### src/rtl/vc_pkg.sv
package vc_pkg;
  // width of a counter that can hold 0..n
  function automatic int cnt_w(input int n);
    return $clog2(n + 1);
  endfunction

  // width of an index into n slots
  function automatic int idx_w(input int n);
    return (n > 1) ? $clog2(n) : 1;
  endfunction
endpackage

### src/rtl/vc_match.sv
module vc_match #(
  parameter int ENTRIES = 4,
  parameter int AW      = 8,
  localparam int IW     = vc_pkg::idx_w(ENTRIES),
  localparam int CW     = vc_pkg::cnt_w(ENTRIES)
) (
  input  logic [AW-1:0] key,
  input  logic [AW-1:0] slot_addr [ENTRIES],
  input  logic [CW-1:0] fill,
  output logic          any_hit,
  output logic [IW-1:0] hit_idx
);
  logic [ENTRIES-1:0] hit_vec;

  for (genvar g = 0; g < ENTRIES; g++) begin : g_cmp
    assign hit_vec[g] = (CW'(g) < fill) && (slot_addr[g] == key);
  end

  always_comb begin
    hit_idx = '0;
    for (int i = ENTRIES - 1; i >= 0; i--)
      if (hit_vec[i]) hit_idx = IW'(i);
  end

  assign any_hit = |hit_vec;
endmodule

### src/rtl/vc_store.sv
module vc_store #(
  parameter int ENTRIES = 4,
  parameter int AW      = 8,
  parameter int DW      = 16,
  localparam int IW     = vc_pkg::idx_w(ENTRIES),
  localparam int CW     = vc_pkg::cnt_w(ENTRIES)
) (
  input  logic          clk,
  input  logic          rst_n,
  input  logic          do_rm,
  input  logic [IW-1:0] rm_idx,
  input  logic          do_ins,
  input  logic [AW-1:0] new_addr,
  input  logic [DW-1:0] new_data,
  input  logic          new_dirty,
  output logic [AW-1:0] slot_addr [ENTRIES],
  output logic [DW-1:0] slot_data [ENTRIES],
  output logic          slot_dirty [ENTRIES],
  output logic [CW-1:0] fill,
  output logic          push_evt,
  output logic [AW-1:0] push_addr,
  output logic [DW-1:0] push_data,
  output logic          push_dirty
);
  logic [AW-1:0] a_n [ENTRIES];
  logic [DW-1:0] d_n [ENTRIES];
  logic          y_n [ENTRIES];
  logic [CW-1:0] fill_n;

  always_comb begin
    for (int i = 0; i < ENTRIES; i++) begin
      a_n[i] = slot_addr[i];
      d_n[i] = slot_data[i];
      y_n[i] = slot_dirty[i];
    end
    fill_n     = fill;
    push_evt   = 1'b0;
    push_addr  = slot_addr[0];
    push_data  = slot_data[0];
    push_dirty = slot_dirty[0];
    // close the gap left by a hit
    if (do_rm) begin
      for (int i = 0; i < ENTRIES - 1; i++)
        if (IW'(i) >= rm_idx) begin
          a_n[i] = slot_addr[i+1];
          d_n[i] = slot_data[i+1];
          y_n[i] = slot_dirty[i+1];
        end
      fill_n = fill - 1'b1;
    end
    // append newest at the top of the occupied range
    if (do_ins) begin
      if (fill_n == CW'(ENTRIES)) begin
        push_evt = 1'b1;
        for (int i = 0; i < ENTRIES - 1; i++) begin
          a_n[i] = a_n[i+1];
          d_n[i] = d_n[i+1];
          y_n[i] = y_n[i+1];
        end
        a_n[ENTRIES-1] = new_addr;
        d_n[ENTRIES-1] = new_data;
        y_n[ENTRIES-1] = new_dirty;
      end else begin
        for (int i = 0; i < ENTRIES; i++)
          if (CW'(i) == fill_n) begin
            a_n[i] = new_addr;
            d_n[i] = new_data;
            y_n[i] = new_dirty;
          end
        fill_n = fill_n + 1'b1;
      end
    end
  end

  always_ff @(posedge clk) begin
    if (!rst_n) begin
      fill <= '0;
      for (int i = 0; i < ENTRIES; i++) begin
        slot_addr[i]  <= '0;
        slot_data[i]  <= '0;
        slot_dirty[i] <= 1'b0;
      end
    end else begin
      fill <= fill_n;
      for (int i = 0; i < ENTRIES; i++) begin
        slot_addr[i]  <= a_n[i];
        slot_data[i]  <= d_n[i];
        slot_dirty[i] <= y_n[i];
      end
    end
  end
endmodule

### src/rtl/victim_cache.sv
module victim_cache #(
  parameter int ENTRIES = 4,
  parameter int AW      = 8,
  parameter int DW      = 16,
  localparam int IW     = vc_pkg::idx_w(ENTRIES),
  localparam int CW     = vc_pkg::cnt_w(ENTRIES)
) (
  input  logic          clk,
  input  logic          rst_n,
  input  logic          ins_valid,
  input  logic [AW-1:0] ins_addr,
  input  logic [DW-1:0] ins_data,
  input  logic          ins_dirty,
  input  logic          lk_valid,
  input  logic [AW-1:0] lk_addr,
  output logic          rsp_valid,
  output logic          rsp_hit,
  output logic [DW-1:0] rsp_data,
  output logic          rsp_dirty,
  output logic          nl_req_valid,
  output logic [AW-1:0] nl_req_addr,
  output logic          wb_valid,
  output logic [AW-1:0] wb_addr,
  output logic [DW-1:0] wb_data
);
  logic [AW-1:0] slot_addr [ENTRIES];
  logic [DW-1:0] slot_data [ENTRIES];
  logic          slot_dirty [ENTRIES];
  logic [CW-1:0] fill;
  logic          any_hit;
  logic [IW-1:0] hit_idx;
  logic          take_hit;
  logic          push_evt;
  logic [AW-1:0] push_addr;
  logic [DW-1:0] push_data;
  logic          push_dirty;

  vc_match #(.ENTRIES(ENTRIES), .AW(AW)) match_i (
    .key(lk_addr), .slot_addr(slot_addr), .fill(fill),
    .any_hit(any_hit), .hit_idx(hit_idx)
  );

  assign take_hit = lk_valid && any_hit;

  vc_store #(.ENTRIES(ENTRIES), .AW(AW), .DW(DW)) store_i (
    .clk(clk), .rst_n(rst_n),
    .do_rm(take_hit), .rm_idx(hit_idx),
    .do_ins(ins_valid), .new_addr(ins_addr), .new_data(ins_data), .new_dirty(ins_dirty),
    .slot_addr(slot_addr), .slot_data(slot_data), .slot_dirty(slot_dirty), .fill(fill),
    .push_evt(push_evt), .push_addr(push_addr), .push_data(push_data), .push_dirty(push_dirty)
  );

  always_ff @(posedge clk) begin
    if (!rst_n) begin
      rsp_valid    <= 1'b0;
      rsp_hit      <= 1'b0;
      rsp_data     <= '0;
      rsp_dirty    <= 1'b0;
      nl_req_valid <= 1'b0;
      nl_req_addr  <= '0;
      wb_valid     <= 1'b0;
      wb_addr      <= '0;
      wb_data      <= '0;
    end else begin
      rsp_valid    <= lk_valid;
      rsp_hit      <= take_hit;
      rsp_data     <= slot_data[hit_idx];
      rsp_dirty    <= take_hit && slot_dirty[hit_idx];
      nl_req_valid <= lk_valid && !any_hit;
      nl_req_addr  <= lk_addr;
      wb_valid     <= push_evt && push_dirty;
      wb_addr      <= push_addr;
      wb_data      <= push_data;
    end
  end
endmodule

### config.mk
export PLATFORM = sky130hd
export DESIGN_NAME = victim_cache
export DESIGN_NICKNAME = d
export VERILOG_FILES = /design/src/rtl/vc_pkg.sv /design/src/rtl/vc_match.sv /design/src/rtl/vc_store.sv /design/src/rtl/victim_cache.sv
export SDC_FILE = /design/constraint.sdc
export NUM_CORES = 1
export LEC_CHECK = 0
export BUFFER_PORTS_ARGS = -buffer_cell sky130_fd_sc_hd__buf_2
export CAP_MARGIN = 40
export CORE_UTILIZATION = 45
export CTS_CLUSTER_SIZE = 24
export DETAILED_ROUTE_END_ITERATION = 16
export PLACE_DENSITY = 0.63
export SLEW_MARGIN = 20
export SYNTH_ARGS = -nofsm -noshare
export SYNTH_HDL_FRONTEND = slang
export SYNTH_SLANG_ARGS = --single-unit
### constraint.sdc
create_clock -name clk -period 8.65 [get_ports clk]
set_input_delay 2.1625 -clock clk [delete_from_list [all_inputs] [get_ports clk]]
set_output_delay 2.1625 -clock clk [all_outputs]
set_load 0.01 [all_outputs]
* Word level (Yosys, flattened, before mapping)
Index checks and enable logic that the tools add are counted. W data, S select, Z words.
Word-level totals: bits in registers 156, output and inout bits 53, logic and storage cells 99
Operators by class: $add $sub $neg 2, order comparisons 8, eq/ne operators 8, multiplexer cells 45, bitwise gates (word level) 1, reduce and logical (&&, ||, !) cells 13
Operator list (number):
- $mux W16 | 9
- $mux W64 | 2
- $mux W32 | 2
- $mux W8 | 7
- $mux W48 | 1
- $bmux W16 S2 | 1
- $eq A8 B8 Y1 | 4
- $mux W24 | 1
- $mux W3 | 4
- $mux W1 | 11
- $logic_and A1 B1 Y1 | 8
- $mux W2 | 4
- $mux W4 | 2
- $eq A2 B3 Y1 const A | 2
- $lt A1 B3 Y1 const A | 2
- $lt A2 B3 Y1 const A | 2
- $ge A1 B2 Y1 const A | 2
- $reduce_or A4 Y1 | 1
- $add A3 B1 Y3 const B | 1
- $eq A1 B3 Y1 const A | 1
- $eq A3 B3 Y1 const B | 1
- $ge A3 B3 Y1 const B | 1
- $logic_not A3 Y1 | 1
- $not A2 Y3 | 1
- 6 further kinds | 6

* Logic depth before layout (Yosys ltp)
Gate-level depths: netlist of the first run.
word-level depth 12, mapped depth 12

* Hierarchy
A second synthesis of the first run with hierarchy kept.
Unflattened totals: cell total of the unflattened synthesis 807, area, all modules 7749.9 µm²
Modules (own cells, without submodules):
- vc_store | times used 1, cells an instance 601, area an instance 5515.3 µm²
- victim_cache | times used 1, cells an instance 153, area an instance 1831.8 µm²
- vc_match | times used 1, cells an instance 53, area an instance 402.9 µm²

* Worst setup path before layout of the first run
Ideal clock, no wire load.
kind input to register, start input lk_addr[6], end register store_i.slot_dirty, in the netlist store_i.push_dirty, setup time 117 ps, data arrival time 4307 ps, data required time 8533 ps, slack 4226 ps, cell stages on the path 11, path through buf_2 > xor2_1 > nor4_2 > and4_4 > o41ai_4 > buf_6 > o31ai_1 > nand2_1 > buf_2 > or2_0 > a32o_1
Between the ends: longest elaborated chain between the ends 12, elaborated cells on any way between the ends 25, those cells by class 2 x order compare; 5 x eq/ne; 11 x mux; 7 x reduce/logical
RTL lines:
- start: declaration | line victim_cache.sv:15 | input logic [AW-1:0] lk_addr,
- $eq A8 B8 Y1 | line vc_match.sv:16 | assign hit_vec[g] = (CW'(g) < fill) && (slot_addr[g] == key);
- $logic_and A1 B1 Y1 | line vc_match.sv:16
- $mux W2 (4 in series) | line vc_match.sv:22 | if (hit_vec[i]) hit_idx = IW'(i);
- $ge A1 B2 Y1 | line vc_store.sv:44 | if (IW'(i) >= rm_idx) begin
- $mux W1 | line vc_store.sv:44
- $mux W3 | line vc_store.sv:42 | if (do_rm) begin
- $mux W1 | line vc_store.sv:65 | if (CW'(i) == fill_n) begin
- $mux W4 | line vc_store.sv:53 | if (fill_n == CW'(ENTRIES)) begin
- $mux W4 (*) | line vc_store.sv:52 | if (do_ins) begin
- end signal: indexed assignment | line vc_store.sv:88 | slot_dirty[i] <= y_n[i];
- end: declaration | line vc_store.sv:18 | output logic slot_dirty [ENTRIES],
Mark *: on every way between the ends. The rest lies on a longest branch, timed or not. A chain may end at the register's enable or synchronous reset.

* Worst setup path after layout of the first run
start input lk_addr[7], end register store_i.slot_data[18] (netlist bit)
Between the ends: longest elaborated chain between the ends 12, elaborated cells on any way between the ends 23, those cells by class 1 x order compare; 6 x eq/ne; 10 x mux; 6 x reduce/logical
RTL lines:
- $eq A8 B8 Y1 | line vc_match.sv:16
- $logic_and A1 B1 Y1 | line vc_match.sv:16
- $mux W2 (4 in series) | line vc_match.sv:22
- $ge A2 B2 Y1 | line vc_store.sv:44
- $mux W16 | line vc_store.sv:44
- $mux W48 | line vc_store.sv:42
- $mux W16 | line vc_store.sv:65
- $mux W64 | line vc_store.sv:53
- $mux W64 (*) | line vc_store.sv:52
- end signal: indexed assignment | line vc_store.sv:87 | slot_data[i] <= d_n[i];
- end: declaration | line vc_store.sv:17 | output logic [DW-1:0] slot_data [ENTRIES],
Marks and branches as above.

==> results.json, run 1 <==
{
  "cts_resized": 0,
  "drt-wirelength-per-cell_microns": 18.9,
  "diodes": 0,
  "core_area_sq_mm": 0.0172,
  "grt_overflow": 0,
  "clk_pin_slew_ns": 0.06,
  "rsz0062_at_grt": "false",
  "cts.sinks": 156,
  "gp_congestion": 0.862,
  "port_buffers": 89,
  "preCtsSetupSlack_ns": 3.31,
  "utilization_pct": 52.7,
  "top_layer": "met5",
  "numCtsBuffers": 17,
  "fin_tns_setup_ns": 0,
  "std_cell_rows": 48,
  "wirelength_microns": 21700,
  "vias": 6636,
  "via_per_inst": 5.80,
  "avgSynthCellArea_sq_um": 9.28,
  "syn_area_sq_mm": 0.00792,
  "ys.flop_type": "dfxtp_1",
  "met2_length_microns": 10200,
  "layout_common_cells": "dfxtp_1 (156), buf_2 (89), nor2_1 (87)",
  "path_class": "in2reg",
  "postRouteAntennaNets": 0,
  "post_cts_buffers": 0,
  "layout_commonest_cell": "dfxtp_1",
  "cp_top_family": "compound AO/OA/AOI/OAI gates",
  "end_kind": "flip-flop",
  "hold_viol_final": 0,
  "final-setup-viol-count": 0,
  "clk_latency_ns": 0.42,
  "arrival_ns": 5.28,
  "worst_slack_ns": 3.66,
  "synthArstFlopShare_pct": 0,
  "antenna_found_initial": 1,
  "clock_path_buffers": 2,
  "drive_above_1_share_pct": 20.7,
  "crit_slowest_cell": "o41ai_4",
  "initial_core_util_pct": 46.0,
  "syn_inst": 854,
  "skew_ns": 0.0108,
  "synth_cell_types": 57,
  "synth_warnings": 0,
  "fin_crit_sh_pct": 57.6,
  "cp_slowest_stage_delay_ns": 0.70,
  "ys_ff_latch": 156,
  "max_clock_freq_mhz": 201,
  "htreeDepth": 4,
  "die_y_microns": 135,
  "crit_buf_inv": 4,
  "drtPass1Iterations": 7,
  "startpoint_type": "input pin",
  "pwr_density_cell_mw_per_mm2": 199,
  "cts_root_buffer": "clkbuf_16",
  "slew_headroom_pct": 49.0,
  "ys_seq_area_share_pct": 39.4,
  "crit_required_ns": 8.94,
  "wl_met1_microns": 9780,
  "grt_pass1_vias": 6344,
  "slew_violations": 0,
  "grt_pass1_wl_microns": 34800,
  "worstPathMaxFanout": 24,
  "path_cells": "buf_2 -> xor2_1 -> nor4_2 -> o211a_2 -> o41ai_4 -> buf_6 -> nand2_1 -> o32ai_4 -> buf_4 -> a2bb2oi_2 -> buf_8 -> o221ai_1",
  "syn_to_final_growth_pct": 14.7,
  "die_x_microns": 135,
  "synth_nets": 893,
  "p_leak_nw": 3.87,
  "nets": 946,
  "dieArea_sq_mm": 0.0181,
  "io_pins": 90,
  "cts_tree": "done",
  "synth_edf_count": 0,
  "cap_violations": 0,
  "grtUsageTotal_pct": 24.8,
  "routed-wl-met3_microns": 1310,
  "hold_buffers": 0,
  "min_period_ns": 4.99,
  "tightest_slew_ns": 0.766,
  "grt_max_degree": 59,
  "vdd_ir_drop_max_uv": 144,
  "drc": 0,
  "status": "finished, final reports clean",
  "dpl.hpwl_microns": 13500,
  "worstHoldPathType": "reg2reg",
  "drt_iter0_markers": 466
}
==> cell families after synthesis <==
| logic type | count (synthesis) | share of synthesized area (%) |
|---|---|---|
| adder cells (fa/ha/maj) | 2 | 0.316 |
| AND/OR/NAND/NOR | 216 | 13.4 |
| AO/OA/AOI/OAI | 241 | 23.3 |
| multiplexers | 93 | 12.1 |
| flip-flops | 156 | 39.4 |
| buffers and inverters | 109 | 7.14 |
| XOR/XNOR | 37 | 4.33 |
==> sequential cells by signal (all words and copies together), names as in the netlist, 3 cells and up <==
register / cells
store_i.slot_addr: 24
wb_data: 16
store_i.fill: 3
store_i.push_addr: 8
nl_req_addr: 8
store_i.push_data: 16
store_i.slot_data: 48
store_i.slot_dirty: 3
wb_addr: 8
rsp_data: 16
==> worst paths after layout <==
check	startpoint	to	slack (ns)	cells after the start
setup / recovery	lk_addr[7]	store_i.slot_data[18]	3.66	12
hold / removal	store_i.push_data[13]	wb_data[13]	0.48	1
setup reg to reg	store_i.fill[0]	store_i.slot_data[18]	4.75	11
hold reg to reg	store_i.push_data[13]	wb_data[13]	0.48	1
==> per-layer routing <==
layer / vias up / global-route usage (%)
met5: - / 0
met4: 2 / 7.55
met3: 27 / 5.82
met2: 204 / 40.5
met1: 3195 / 32.3
li1: 3208 / -
==> stage by stage <==
step | instances | instance area, sq um | power [W] | hold slack (ns)
2_1_floorplan | 854 | 7920 | 0.000953 | 0.452
3_3_place_gp | 1106 | 8350 | 0.00102 | 0.468
3_5_place_dp | 1113 | 8470 | 0.00103 | 0.469
4_1_cts | 1145 | 9080 | 0.00182 | 0.482
5_1_grt | 1145 | 9080 | 0.00188 | 0.496
6_report | 1145 | 9080 | 0.00181 | 0.479
==> layout make-up <==
class / count / area, sq um
fillers: 1646 / 8150
multi-input cells: 589 / 4280
flip-flops and latches: 156 / 3120
repair buffers: 108 / 654
clock buffers: 22 / 454
well taps: 225 / 282
clock inverters: 10 / 163
inverters: 35 / 131
==> power by group <==
group          internal (W)  switching (W)  total [W]
clock              0.000492       0.000301   0.000793
combinational     0.0000964       0.000132   0.000229
sequential         0.000758      0.0000283   0.000786
==> cells in the mapped netlist (6+ instances only) <==
library cell / instances / area, sq um
a211oi_1: 41 / 308
a21oi_1: 30 / 150
a22o_1: 25 / 219
a22oi_1: 6 / 45.0
a32o_1: 9 / 90.1
and2_1: 35 / 219
buf_2: 20 / 100
buf_6: 16 / 180
clkbuf_1: 34 / 128
dfxtp_1: 156 / 3120
inv_1: 33 / 124
mux2_2: 22 / 248
mux2i_1: 71 / 711
nand2_1: 29 / 109
nand3_1: 30 / 150
nor2_1: 88 / 330
o21a_1: 36 / 270
o221ai_1: 25 / 219
o22ai_1: 41 / 257
or2_2: 9 / 56.3
xnor2_1: 21 / 184
xor2_1: 15 / 131
Power figures use the tool's default switching activity.
==> run 2: changes to the inputs <==
--- a/config.mk
+++ b/config.mk
@@ -10,7 +10,7 @@
 export CORE_UTILIZATION = 45
 export CTS_CLUSTER_SIZE = 24
 export DETAILED_ROUTE_END_ITERATION = 16
-export PLACE_DENSITY = 0.63
+export PLACE_DENSITY = 0.65
 export SLEW_MARGIN = 20
 export SYNTH_ARGS = -nofsm -noshare
 export SYNTH_HDL_FRONTEND = slang
==> constraint.sdc (replaced) <==
create_clock -name clk -period 4 [get_ports clk]
set_input_delay 1 -clock clk [delete_from_list [all_inputs] [get_ports clk]]
set_output_delay 1 -clock clk [all_outputs]
set_load 0.01 [all_outputs]
==> run 2 against run 1 <==
Net effect: register-to-register slack worse by 4.0 ns; sequential power up 120%; non-clock buffer count up 17; clock skew up 0.0019 ns; worst setup slack worse by 3.0 ns; critical path depth down 3.
==> results.json, run 2 (synthesized netlist as in run 1, its figures left out) <==
{
  "fin_crit_sh_pct": 82.7,
  "vdd_ir_drop_max_uv": 304,
  "path_class": "in2reg",
  "p_comb_share_pct": 13.0,
  "layout_common_cells": "dfxtp_1 (156), buf_2 (89), nor2_1 (87)",
  "arrival_ns": 3.68,
  "vias": 6832,
  "antenna_found_initial": 0,
  "dpl.hpwl_microns": 14100,
  "cts_root_buffer": "clkbuf_16",
  "r2r_cells": 9,
  "cts_tree": "done",
  "largest_reg_flops": 48,
  "switching_share_pct": 26.7,
  "cts_resized": 0,
  "grt_pass1_vias": 6456,
  "core_area_sq_mm": 0.0172,
  "grt_max_degree": 42,
  "clkPwrFrac_pct": 44.2,
  "fillCellCount": 1601,
  "htreeDepth": 4,
  "status": "finished, final reports clean",
  "p_leak_nw": 3.96,
  "clk_latency_ns": 0.44,
  "hold_buffers": 0,
  "post_cts_buffers": 0,
  "top_register": "store_i.slot_data",
  "internal_power_w": 0.00291,
  "cts.sinks": 156,
  "drc": 0,
  "gp_congestion": 0.865,
  "clock_path_buffers": 2,
  "tightest_slew_ns": 0.731,
  "io_pins": 90,
  "skew_ns": 0.0126,
  "end_kind": "flip-flop",
  "std_cell_rows": 48,
  "design_area_sq_mm": 0.00924,
  "final-setup-viol-count": 0,
  "drt-wirelength-per-cell_microns": 19.0,
  "numCtsBuffers": 17,
  "fin_tns_setup_ns": 0,
  "die_x_microns": 135,
  "postRouteAntennaNets": 0,
  "initial_core_util_pct": 46.0,
  "grtUsageTotal_pct": 25.3,
  "port_buffers": 89,
  "grt_overflow": 0,
  "cap_violations": 0,
  "wirelength_microns": 22100,
  "rsz0062_at_grt": "false",
  "clk_pin_slew_ns": 0.07,
  "hold_path_depth": 1,
  "p_sw_w": 0.00106,
  "startpoint_type": "input pin",
  "via_per_inst": 5.88,
  "slew_violations": 0,
  "slew_headroom_pct": 51.2,
  "diodes": 0,
  "crit_required_ns": 4.38,
  "worstPathMaxFanout": 25,
  "dpl_cell_area_sq_mm": 0.00860,
  "die_y_microns": 135,
  "layout_commonest_cell": "dfxtp_1",
  "nets": 963,
  "max_clock_freq_mhz": 302,
  "worstHoldPathType": "reg2reg",
  "power.total_w": 0.00397,
  "drive_above_1_share_pct": 22.5,
  "whs_ns": 0.482,
  "utilization_pct": 53.6,
  "min_period_ns": 3.31,
  "grt_pass1_wl_microns": 35300,
  "dieArea_sq_mm": 0.0181,
  "drtPass1Iterations": 10,
  "drt_iter0_markers": 466,
  "hold_viol_final": 0,
  "largest_registers": "store_i.slot_data: 48 flops, store_i.slot_addr: 24 flops",
  "syn_to_final_growth_pct": 16.7,
  "seqPwrFrac_pct": 42.7,
  "pwr_density_cell_mw_per_mm2": 429
}
==> run 2: layout make-up <==
cell class / count / area [sq um] / area share [%]
Inverter: 35 / 131 / 1.42
Sequential cell: 156 / 3120 / 33.8
Multi-Input combinational cell: 589 / 4280 / 46.3
Clock inverter: 15 / 214 / 2.31
Tap cell: 225 / 282 / 3.05
Clock buffer: 17 / 425 / 4.60
Timing Repair Buffer: 125 / 791 / 8.55
==> run 2: worst paths after layout <==
check                         from  slack [ns]                   end
max                     lk_addr[0]        0.69  store_i.slot_data[4]
min          store_i.push_data[14]        0.48           wb_data[14]
max reg2reg        store_i.fill[0]        0.74  store_i.slot_data[4]
min reg2reg  store_i.push_data[14]        0.48           wb_data[14]
==> run 2: per-stage QoR <==
step / setup slack [ns] / cells
finish: 0.694 / 1162
global route: 0.562 / 1162
CTS: 0.715 / 1162
detailed placement: 0.274 / 1130
global placement: 0.334 / 1130
floorplan: 0.738 / 854
==> run 2: per-layer routing <==
| layer | vias to the layer above | part of all wire (%) | wire length [microns] | track usage [%] |
|---|---|---|---|---|
| met2 | 246 | 45 | 9990 | 39.3 |
| li1 | 3237 | - | - | - |
| met1 | 3312 | 47 | 10400 | 34.5 |
| met5 | - | 0 | 0 | 0 |
| met3 | 37 | 5.5 | 1220 | 4.77 |
| met4 | 0 | 2.1 | 472 | 9.86 |
==> run 2: critical path, stage by stage <==
cell     delay (ns)
buf_2          0.14
xor2_1         0.18
nor4_2         0.38
and4_4         0.33
o41ai_4        0.11
or3_1          0.53
nand2_1        0.13
o211a_2        0.65
a22o_1         0.23
==> run 2: power by group through the flow <==
stage               clock, W  combinational [W]  sequential (W)
floorplan                  0           0.000334         0.00173
global placement           0           0.000503         0.00173
detailed placement         0           0.000509         0.00173
CTS                  0.00177           0.000511         0.00170
global route         0.00184           0.000561         0.00171
finish               0.00176           0.000516         0.00170
